`config.mk`:
```
export PLATFORM = sky130hd
export DESIGN_NAME = pwr_key_regs
export DESIGN_NICKNAME = d
export VERILOG_FILES = /design/src/rtl/pwr_key_pkg.sv /design/src/rtl/key_gate.sv /design/src/rtl/mode_reg.sv /design/src/rtl/ret_reg.sv /design/src/rtl/pwr_key_regs.sv
export SDC_FILE = /design/constraint.sdc
export NUM_CORES = 1
export LEC_CHECK = 0
export BUFFER_PORTS_ARGS = -buffer_cell sky130_fd_sc_hd__buf_2
export CORE_MARGIN = 1.5
export CORE_UTILIZATION = 35
export DETAILED_ROUTE_END_ITERATION = 16
export GPL_TIMING_DRIVEN = 0
export MAX_ROUTING_LAYER = met4
export PLACE_DENSITY = 0.85
export SETUP_SLACK_MARGIN = 0.15
export SLEW_MARGIN = 10
export SYNTH_ARGS = -nofsm -noshare
export SYNTH_HDL_FRONTEND = slang
export SYNTH_HIERARCHICAL = 1
export SYNTH_SLANG_ARGS = --single-unit
```
`constraint.sdc`:
```
create_clock -name clk -period 3.2 [get_ports clk]
set_input_delay 0.48 -clock clk [delete_from_list [all_inputs] [get_ports clk]]
set_output_delay 0.48 -clock clk [all_outputs]
set_load 0.05 [all_outputs]
```
`src/rtl/pwr_key_pkg.sv`:
```
package pwr_key_pkg;
    localparam int ADDR_W = 8;
    localparam int DATA_W = 32;
    localparam int MODE_W = 2;
    localparam int RET_W  = 2;
    localparam logic [ADDR_W-1:0] OFS_MODE = 8'h00;
    localparam logic [ADDR_W-1:0] OFS_KEY  = 8'h04;
    localparam logic [ADDR_W-1:0] OFS_RET  = 8'h08;
    localparam logic [DATA_W-1:0] UNLOCK_WORD = 32'h0000_4859;
    localparam logic [MODE_W-1:0] MODE_ACTIVE = 2'b00;
    localparam logic [MODE_W-1:0] MODE_HIBER  = 2'b10;

    typedef enum logic {
        ST_LOCKED = 1'b0,
        ST_ARMED  = 1'b1
    } gate_state_t;
endpackage

```
`src/rtl/key_gate.sv`:
```
module key_gate
    import pwr_key_pkg::*;
(
    input  logic              clk,
    input  logic              rst_n,
    input  logic              we,
    input  logic [ADDR_W-1:0] addr,
    input  logic [DATA_W-1:0] wdata,
    output logic              wr_mode,
    output logic              wr_ret
);
    gate_state_t state_q, state_d;
    logic key_hit;

    assign key_hit = we && (addr == OFS_KEY) && (wdata == UNLOCK_WORD);

    always_ff @(posedge clk or negedge rst_n) begin
        if (!rst_n) state_q <= ST_LOCKED;
        else        state_q <= state_d;
    end

    always_comb begin
        state_d = state_q;
        unique case (state_q)
            ST_LOCKED: if (key_hit) state_d = ST_ARMED;
            ST_ARMED:  if (we && !key_hit) state_d = ST_LOCKED;
            default:   state_d = ST_LOCKED;
        endcase
    end

    always_comb begin
        wr_mode = 1'b0;
        wr_ret  = 1'b0;
        unique case (state_q)
            ST_ARMED: begin
                wr_mode = we && (addr == OFS_MODE);
                wr_ret  = we && (addr == OFS_RET);
            end
            default: ;
        endcase
    end


    non_key_write_locks_chk: assert property (@(posedge clk) disable iff (!rst_n)
        (we && !key_hit) |=> (state_q == ST_LOCKED));


    prot_write_relocks_chk: assert property (@(posedge clk) disable iff (!rst_n)
        (wr_mode || wr_ret) |=> (state_q == ST_LOCKED));
endmodule

```
`src/rtl/mode_reg.sv`:
```
module mode_reg
    import pwr_key_pkg::*;
(
    input  logic              clk,
    input  logic              rst_n,
    input  logic              wr_en,
    input  logic [MODE_W-1:0] mode_in,
    input  logic              mon_dis_in,
    output logic [MODE_W-1:0] mode_q,
    output logic              mon_dis_q
);
    logic legal;

    assign legal = (mode_in == MODE_ACTIVE) || (mode_in == MODE_HIBER);

    always_ff @(posedge clk or negedge rst_n) begin
        if (!rst_n) begin
            mode_q    <= MODE_ACTIVE;
            mon_dis_q <= 1'b0;
        end else if (wr_en) begin
            mon_dis_q <= mon_dis_in;
            if (legal) mode_q <= mode_in;
        end
    end


    mode_hold_chk: assert property (@(posedge clk) disable iff (!rst_n)
        !wr_en |=> ($stable(mode_q) && $stable(mon_dis_q)));


    mode_legal_chk: assert property (@(posedge clk) disable iff (!rst_n)
        (mode_q == MODE_ACTIVE) || (mode_q == MODE_HIBER));
endmodule

```
`src/rtl/ret_reg.sv`:
```
module ret_reg
    import pwr_key_pkg::*;
(
    input  logic             clk,
    input  logic             rst_n,
    input  logic             wr_en,
    input  logic [RET_W-1:0] ret_in,
    output logic [RET_W-1:0] ret_q
);
    always_ff @(posedge clk or negedge rst_n) begin
        if (!rst_n)     ret_q <= '0;
        else if (wr_en) ret_q <= ret_in;
    end


    ret_hold_chk: assert property (@(posedge clk) disable iff (!rst_n)
        !wr_en |=> $stable(ret_q));
endmodule

```
`src/rtl/pwr_key_regs.sv`:
```
module pwr_key_regs
    import pwr_key_pkg::*;
(
    input  logic              clk,
    input  logic              rst_n,
    input  logic [ADDR_W-1:0] bus_addr,
    input  logic              bus_we,
    input  logic [DATA_W-1:0] bus_wdata,
    output logic [DATA_W-1:0] bus_rdata,
    output logic [MODE_W-1:0] mode_o,
    output logic              mon_dis_o
);
    logic             wr_mode, wr_ret;
    logic [RET_W-1:0] ret_q;

    key_gate u_gate (
        .clk     (clk),
        .rst_n   (rst_n),
        .we      (bus_we),
        .addr    (bus_addr),
        .wdata   (bus_wdata),
        .wr_mode (wr_mode),
        .wr_ret  (wr_ret)
    );

    mode_reg u_mode (
        .clk        (clk),
        .rst_n      (rst_n),
        .wr_en      (wr_mode),
        .mode_in    (bus_wdata[MODE_W-1:0]),
        .mon_dis_in (bus_wdata[3]),
        .mode_q     (mode_o),
        .mon_dis_q  (mon_dis_o)
    );

    ret_reg u_ret (
        .clk    (clk),
        .rst_n  (rst_n),
        .wr_en  (wr_ret),
        .ret_in (bus_wdata[RET_W-1:0]),
        .ret_q  (ret_q)
    );

    always_comb begin
        bus_rdata = '0;
        unique case (bus_addr)
            OFS_MODE: bus_rdata = {{(DATA_W-4){1'b0}}, mon_dis_o, 1'b0, mode_o};
            OFS_RET:  bus_rdata = {{(DATA_W-RET_W){1'b0}}, ret_q};
            default:  bus_rdata = '0;
        endcase
    end


    rdata_reserved_zero_chk: assert property (@(posedge clk) disable iff (!rst_n)
        (bus_rdata[DATA_W-1:4] == '0) && !bus_rdata[2]);
endmodule

```
==> flow_metrics.env, run 1 <==
export IMPL_setup_viol=0
export IMPL_fp_row_count=15
export IMPL_min_period_ps=2170
export IMPL_cts_setup_buffers=0
export IMPL_worstSkewPairLatency_ps=240
export IMPL_gr_total_overflow=0
export IMPL_layout_drive_gt1_share_pct=59.1
export IMPL_netlist_instances=70
export IMPL_ys_types=24
export IMPL_reg2reg_to="u_mode/mode_q[1]"
export IMPL_synth_area_per_cell_sq_um=9.24
export IMPL_cts_buffers=3
export IMPL_yosysTopAreaCell="buf_4"
export IMPL_path_clk_slew_ps=50
export IMPL_crit_buf_inv=2
export IMPL_clkSinkCount=6
export IMPL_skew_ps=0.662
export IMPL_grt_pass1_vias=584
export IMPL_start_kind="input pin"
export IMPL_tightest_slew_ps=504
export IMPL_ys_warn_count=6
export IMPL_dp_cells=171
export IMPL_max_freq_mhz=460
export IMPL_crit_arrival_ps=1690
export IMPL_r2r_slack_ps=1790
export IMPL_crit_start="bus_addr[4]"
export IMPL_drt_wl_total_mm=1.61
export IMPL_path_cells="buf_2 > or4_4 > nor4_2 > buf_2"
export IMPL_final_cell_mix="48 x buf_2, 29 x buf_4, 29 x conb_1"
export IMPL_final_nets=194
export IMPL_place_gp_congestion=0.743
export IMPL_port_buffers=48
export IMPL_drc=0
export IMPL_firstDrtPassIters=4
export IMPL_antenna_found_initial=0
export IMPL_crit_family="simple AND/OR/NAND/NOR gates"
export IMPL_worstSetupEndpointType="primary output"
export IMPL_r2r_start="u_gate/state_q"
export IMPL_cts_hold_buffers=0
export IMPL_ys_seq_elements=6
export IMPL_crit_cells=4
export IMPL_nFillCells=163
export IMPL_p_per_area_nw_per_um2=276
export IMPL_hold_path_class="in -> async"
export IMPL_endpoint="bus_rdata[3]"
export IMPL_setup_tns_final_ps=0
export IMPL_h_tree_depth=1
export IMPL_grt_usage_pct=16.1
export IMPL_regArea_sq_um=150
export IMPL_slew_headroom_pct=66.0
export IMPL_layout_cells_most_common="buf_2"
export IMPL_ir_worst_vdd_uv=211
export IMPL_maxCapViolCount=0
export IMPL_die_area_sq_um=2120
export IMPL_multi_input_area_sq_um=377
export IMPL_cts_tree="done"
export IMPL_postCtsResizedCells=0
export IMPL_vias=718
export IMPL_ant_nets=0
export IMPL_core_area_sq_um=1730
export IMPL_reg2regPathDepth=3
export IMPL_power_uw=288
export IMPL_die_w_microns=46.0
export IMPL_cp_data_required_time_ps=2720
export IMPL_grt_pass1_wl_mm=2.37
export IMPL_area_growth_pct=61.7
export IMPL_die_y_microns=46.0
export IMPL_period_share_pct=67.9
export IMPL_start_util_pct=37.5
export IMPL_worstPathMaxFanout=3
export IMPL_synth_area_leaders="buf_4 34%, dfrtp_1 23%, nor4b_1 6.8%"
export IMPL_cts_root_buf="clkbuf_4"
export IMPL_drtIter0Drc=4
export IMPL_p_leak_uw=0.000614
export IMPL_syn_area_sq_um=647
export IMPL_final_core_util_pct=60.6
export IMPL_status="finished clean"
export IMPL_rsz0062_at_grt="false"
export IMPL_wl_per_cell_microns=9.25
export IMPL_cts_buffer_depth=2
export IMPL_layoutNonFillerInstCount=174
export IMPL_cpPeakStageDelay_ps=540
export IMPL_timing_worst_setup_path_type="in -> out"
export IMPL_cpMostUsedCell="buf_2"
export IMPL_diodes=0
export IMPL_yosysTopAreaCellShare_pct=33.7
export IMPL_slew_viol_final=0
export IMPL_dp_slack_ps=938
export IMPL_ys_seq_area_share_pct=23.2
export IMPL_viasPerCell=4.13
export IMPL_finalHoldViolCount=0
export IMPL_ios=78
export IMPL_setup_ws_ps=1030
export IMPL_cp_slowest_cell="or4_4"
export IMPL_grt_max_degree=7
-- cell type report --
type	count	share of cell area, %
Multi-Input combinational cell	61	36.0
Timing Repair Buffer	48	23.0
Buffer	29	20.8
Sequential cell	6	14.4
Tap cell	25	2.99
Clock buffer	3	2.15
Inverter	2	0.718
-- cell families after synthesis --
| logic type | Yosys count | synth area share (%) |
|---|---|---|
| muxes | 6 | 10.6 |
| DFF | 6 | 23.2 |
| AOI/OAI and AO/OA | 1 | 0.968 |
| and+or+nand+nor | 25 | 29.8 |
| other | 1 | 0.580 |
| buffers and inverters | 31 | 34.8 |
-- how the worst min path moves through the flow --
stage           from          endpoint  cells past startpoint
3_3_place_gp   rst_n    u_ret/ret_q[0]                      1
3_5_place_dp   rst_n    u_ret/ret_q[1]                      1
2_1_floorplan  rst_n    u_gate/state_q                      0
6_report       rst_n    u_ret/ret_q[0]                      1
4_1_cts        rst_n  u_mode/mon_dis_q                      1
5_1_grt        rst_n    u_ret/ret_q[0]                      1
-- per-stage QoR --
stage               hold slack (ps)  area (sq um)
floorplan                       184           752
global placement                311          1020
detailed placement              316          1020
CTS                            52.7          1050
global route                   53.1          1050
finish                         52.4          1050
-- routing by layer --
layer	global-route usage (%)	share of wire, %	vias to the layer above
met5	-	0	-
met4	7.43	2.0	0
met3	4.37	12	6
met2	29.7	51	56
met1	15.0	35	303
li1	-	-	353
-- report_power, final --
part	leakage, uW	total, uW	switching, uW	internal (uW)
registers	0.0000839	76.1	0.0340	76.1
logic	0.000517	140	93.1	47.1
clock network	0.0000138	72.0	29.4	42.6
total	0.000614	288	123	166
-- state kept, by name, indices dropped and copies added (netlist names) --
| register | cells |
|---|---|
| u_gate/state_q | 1 |
| u_mode/mode_q | 2 |
| u_mode/mon_dis_q | 1 |
| u_ret/ret_q | 2 |
-- synthesized netlist by cell type --
cell / instances
and2_2: 1
and4_1: 1
buf_4: 29
conb_1: 1
dfrtp_1: 6
inv_1: 2
mux2_2: 3
mux2_4: 1
mux2i_1: 2
nand2b_1: 1
nand3b_1: 1
nand4_1: 1
nand4b_1: 1
nor2_1: 2
nor3_1: 3
nor4_1: 2
nor4_2: 1
nor4b_1: 5
nor4bb_1: 1
o22ai_1: 1
or3_1: 1
or4_1: 2
or4_4: 1
or4b_4: 1
(Power assumes the default switching activity.)
==> run 2: changes to the inputs <==
CORE_UTILIZATION = 29   (was 35)
PLACE_DENSITY = 0.75   (was 0.85)
clock period = 1.9 ns   (was 3.2 ns; I/O delays follow)
==> run 2 against run 1 <==
Cell count rose by 1.7%. Power rose by 67%. Non-clock buffer count rose by 1. Setup slack got worse by 880 ps. Routed wire length fell by 0.93%. Die area rose by 19%. Sequential share of layout area fell by 0.75 points. Critical path type is now in -> reg. Largest cell class unchanged.
==> flow_metrics.env, run 2 (synthesis gave the netlist of run 1 again) <==
export IMPL_clkSinkCount=6
export IMPL_drt_wl_total_mm=1.60
export IMPL_port_buffers=48
export IMPL_hold_path_class="in -> reg"
export IMPL_r2r_slack_ps=640
export IMPL_maxCapViolCount=0
export IMPL_min_period_ps=1750
export IMPL_antenna_found_initial=0
export IMPL_layout_cells_most_common="buf_2"
export IMPL_max_freq_mhz=572
export IMPL_place_gp_congestion=0.744
export IMPL_wl_per_cell_microns=9.01
export IMPL_grt_pass1_vias=586
export IMPL_final_nets=195
export IMPL_use_met2_pct=23.0
export IMPL_cts_setup_buffers=0
export IMPL_p_leak_uw=0.000628
export IMPL_status="finished clean"
export IMPL_setup_viol=0
export IMPL_worstSkewPairLatency_ps=240
export IMPL_fp_row_count=16
export IMPL_die_w_microns=50.2
export IMPL_globalRouteMet3Util_pct=2.98
export IMPL_final_cell_mix="46 x buf_2, 30 x buf_4, 29 x conb_1"
export IMPL_path_clk_slew_ps=40
export IMPL_finalHoldViolCount=0
export IMPL_die_y_microns=50.2
export IMPL_layout_drive_gt1_share_pct=62.0
export IMPL_ant_nets=0
export IMPL_worstSetupEndpointType="flop"
export IMPL_grt_max_degree=7
export IMPL_worstHoldEndpoint="u_gate/state_q"
export IMPL_start_util_pct=32.0
export IMPL_reg2regPathDepth=3
export IMPL_viasPerCell=3.84
export IMPL_r2r_start="u_gate/state_q"
export IMPL_dp_cells=173
export IMPL_nFillCells=205
export IMPL_gr_total_overflow=0
export IMPL_slew_viol_final=0
export IMPL_whs_path_depth=2
export IMPL_die_area_sq_um=2520
export IMPL_drtIter0Drc=8
export IMPL_multi_input_area_sq_um=417
export IMPL_ios=78
export IMPL_grt_usage_pct=12.9
export IMPL_h_tree_depth=1
export IMPL_layoutNonFillerInstCount=177
export IMPL_core_area_sq_um=2020
export IMPL_drc=0
export IMPL_crit_start="bus_addr[6]"
export IMPL_rsz0062_at_grt="true"
export IMPL_worstPathMaxFanout=3
export IMPL_cp_data_required_time_ps=2020
export IMPL_cts_root_buf="clkbuf_4"
export IMPL_finish_instance_area_sq_um=1100
export IMPL_place_area_sq_um=1060
export IMPL_period_share_pct=92.0
export IMPL_firstDrtPassIters=4
export IMPL_reg2reg_to="u_mode/mode_q[1]"
export IMPL_grt_use_met1_pct=13.2
export IMPL_skew_ps=4.18
export IMPL_timing_worst_setup_path_type="in -> reg"
export IMPL_area_growth_pct=70.6
export IMPL_cts_buffers=3
export IMPL_p_per_area_nw_per_um2=436
export IMPL_cts_tree="done"
export IMPL_ir_worst_vdd_uv=209
export IMPL_grt_pass1_wl_mm=2.45
export IMPL_top_regs="u_mode/mode_q (2), u_ret/ret_q (2)"
export IMPL_grt_busiest_layer="met2"
export IMPL_start_kind="input pin"
export IMPL_hp_start="bus_we"
export IMPL_diodes=0
export IMPL_vias=679
export IMPL_regArea_sq_um=150
export IMPL_cts_buffer_depth=2
export IMPL_crit_arrival_ps=1870
## run 2: layout make-up
cell class                      count  share of cell area (%)
Buffer                             29                    19.7
Tap cell                           27                    3.06
Sequential cell                     6                    13.6
Clock buffer                        3                    2.04
Multi-Input combinational cell     61                    37.8
Inverter                            2                   0.680
Timing Repair Buffer               49                    23.1
## run 2: what timing repair did
action,in CTS,in global routing
gates resized for setup,2,1
endpoints found under the hold margin,6,0
setup endpoints to repair,2,2
hold buffers,1,0
## run 2: worst max path at each step
stage | slack [ps] | depth (start not counted) | endpoint
final | 150 | 5 | u_ret/ret_q[0]
after detailed placement | -160 | 5 | u_mode/mode_q[1]
after global routing | 140 | 5 | u_ret/ret_q[0]
after floorplan | 70 | 2 | bus_rdata[0]
after global placement | -130 | 5 | u_mode/mode_q[1]
after CTS | 160 | 5 | u_ret/ret_q[0]
## run 2: power breakdown
part / leakage (uW) / internal, uW / switching, uW / total, uW
combinational: 0.000530 / 80.8 / 158 / 239
sequential: 0.0000839 / 128 / 0.0630 / 128
clock: 0.0000138 / 71.2 / 42.8 / 114
total: 0.000628 / 280 / 201 / 481
## run 2: layer usage
metal / part of all wire [%] / vias up
met3: 11 / 0
met4: 0 / 0
met2: 51 / 40
li1: - / 356
met5: 0 / -
met1: 38 / 283
## run 2: through the flow
step | TNS [ps] | setup WS [ps] | utilization, % | hold slack [ps] | power [uW]
2_1_floorplan | 0 | 71.8 | - | -10.6 | 313
3_3_place_gp | -272 | -130 | 52.4 | 110 | 362
3_5_place_dp | -404 | -162 | 52.4 | 113 | 365
4_1_cts | 0 | 161 | 54.5 | 258 | 483
5_1_grt | 0 | 143 | 54.6 | 259 | 506
6_report | 0 | 152 | 54.6 | 260 | 481
## run 2: worst max-delay path: stages
cell    delay (ps)
buf_2          110
or4b_4         550
or4_4          450
nor2_4         130
mux2_2         350
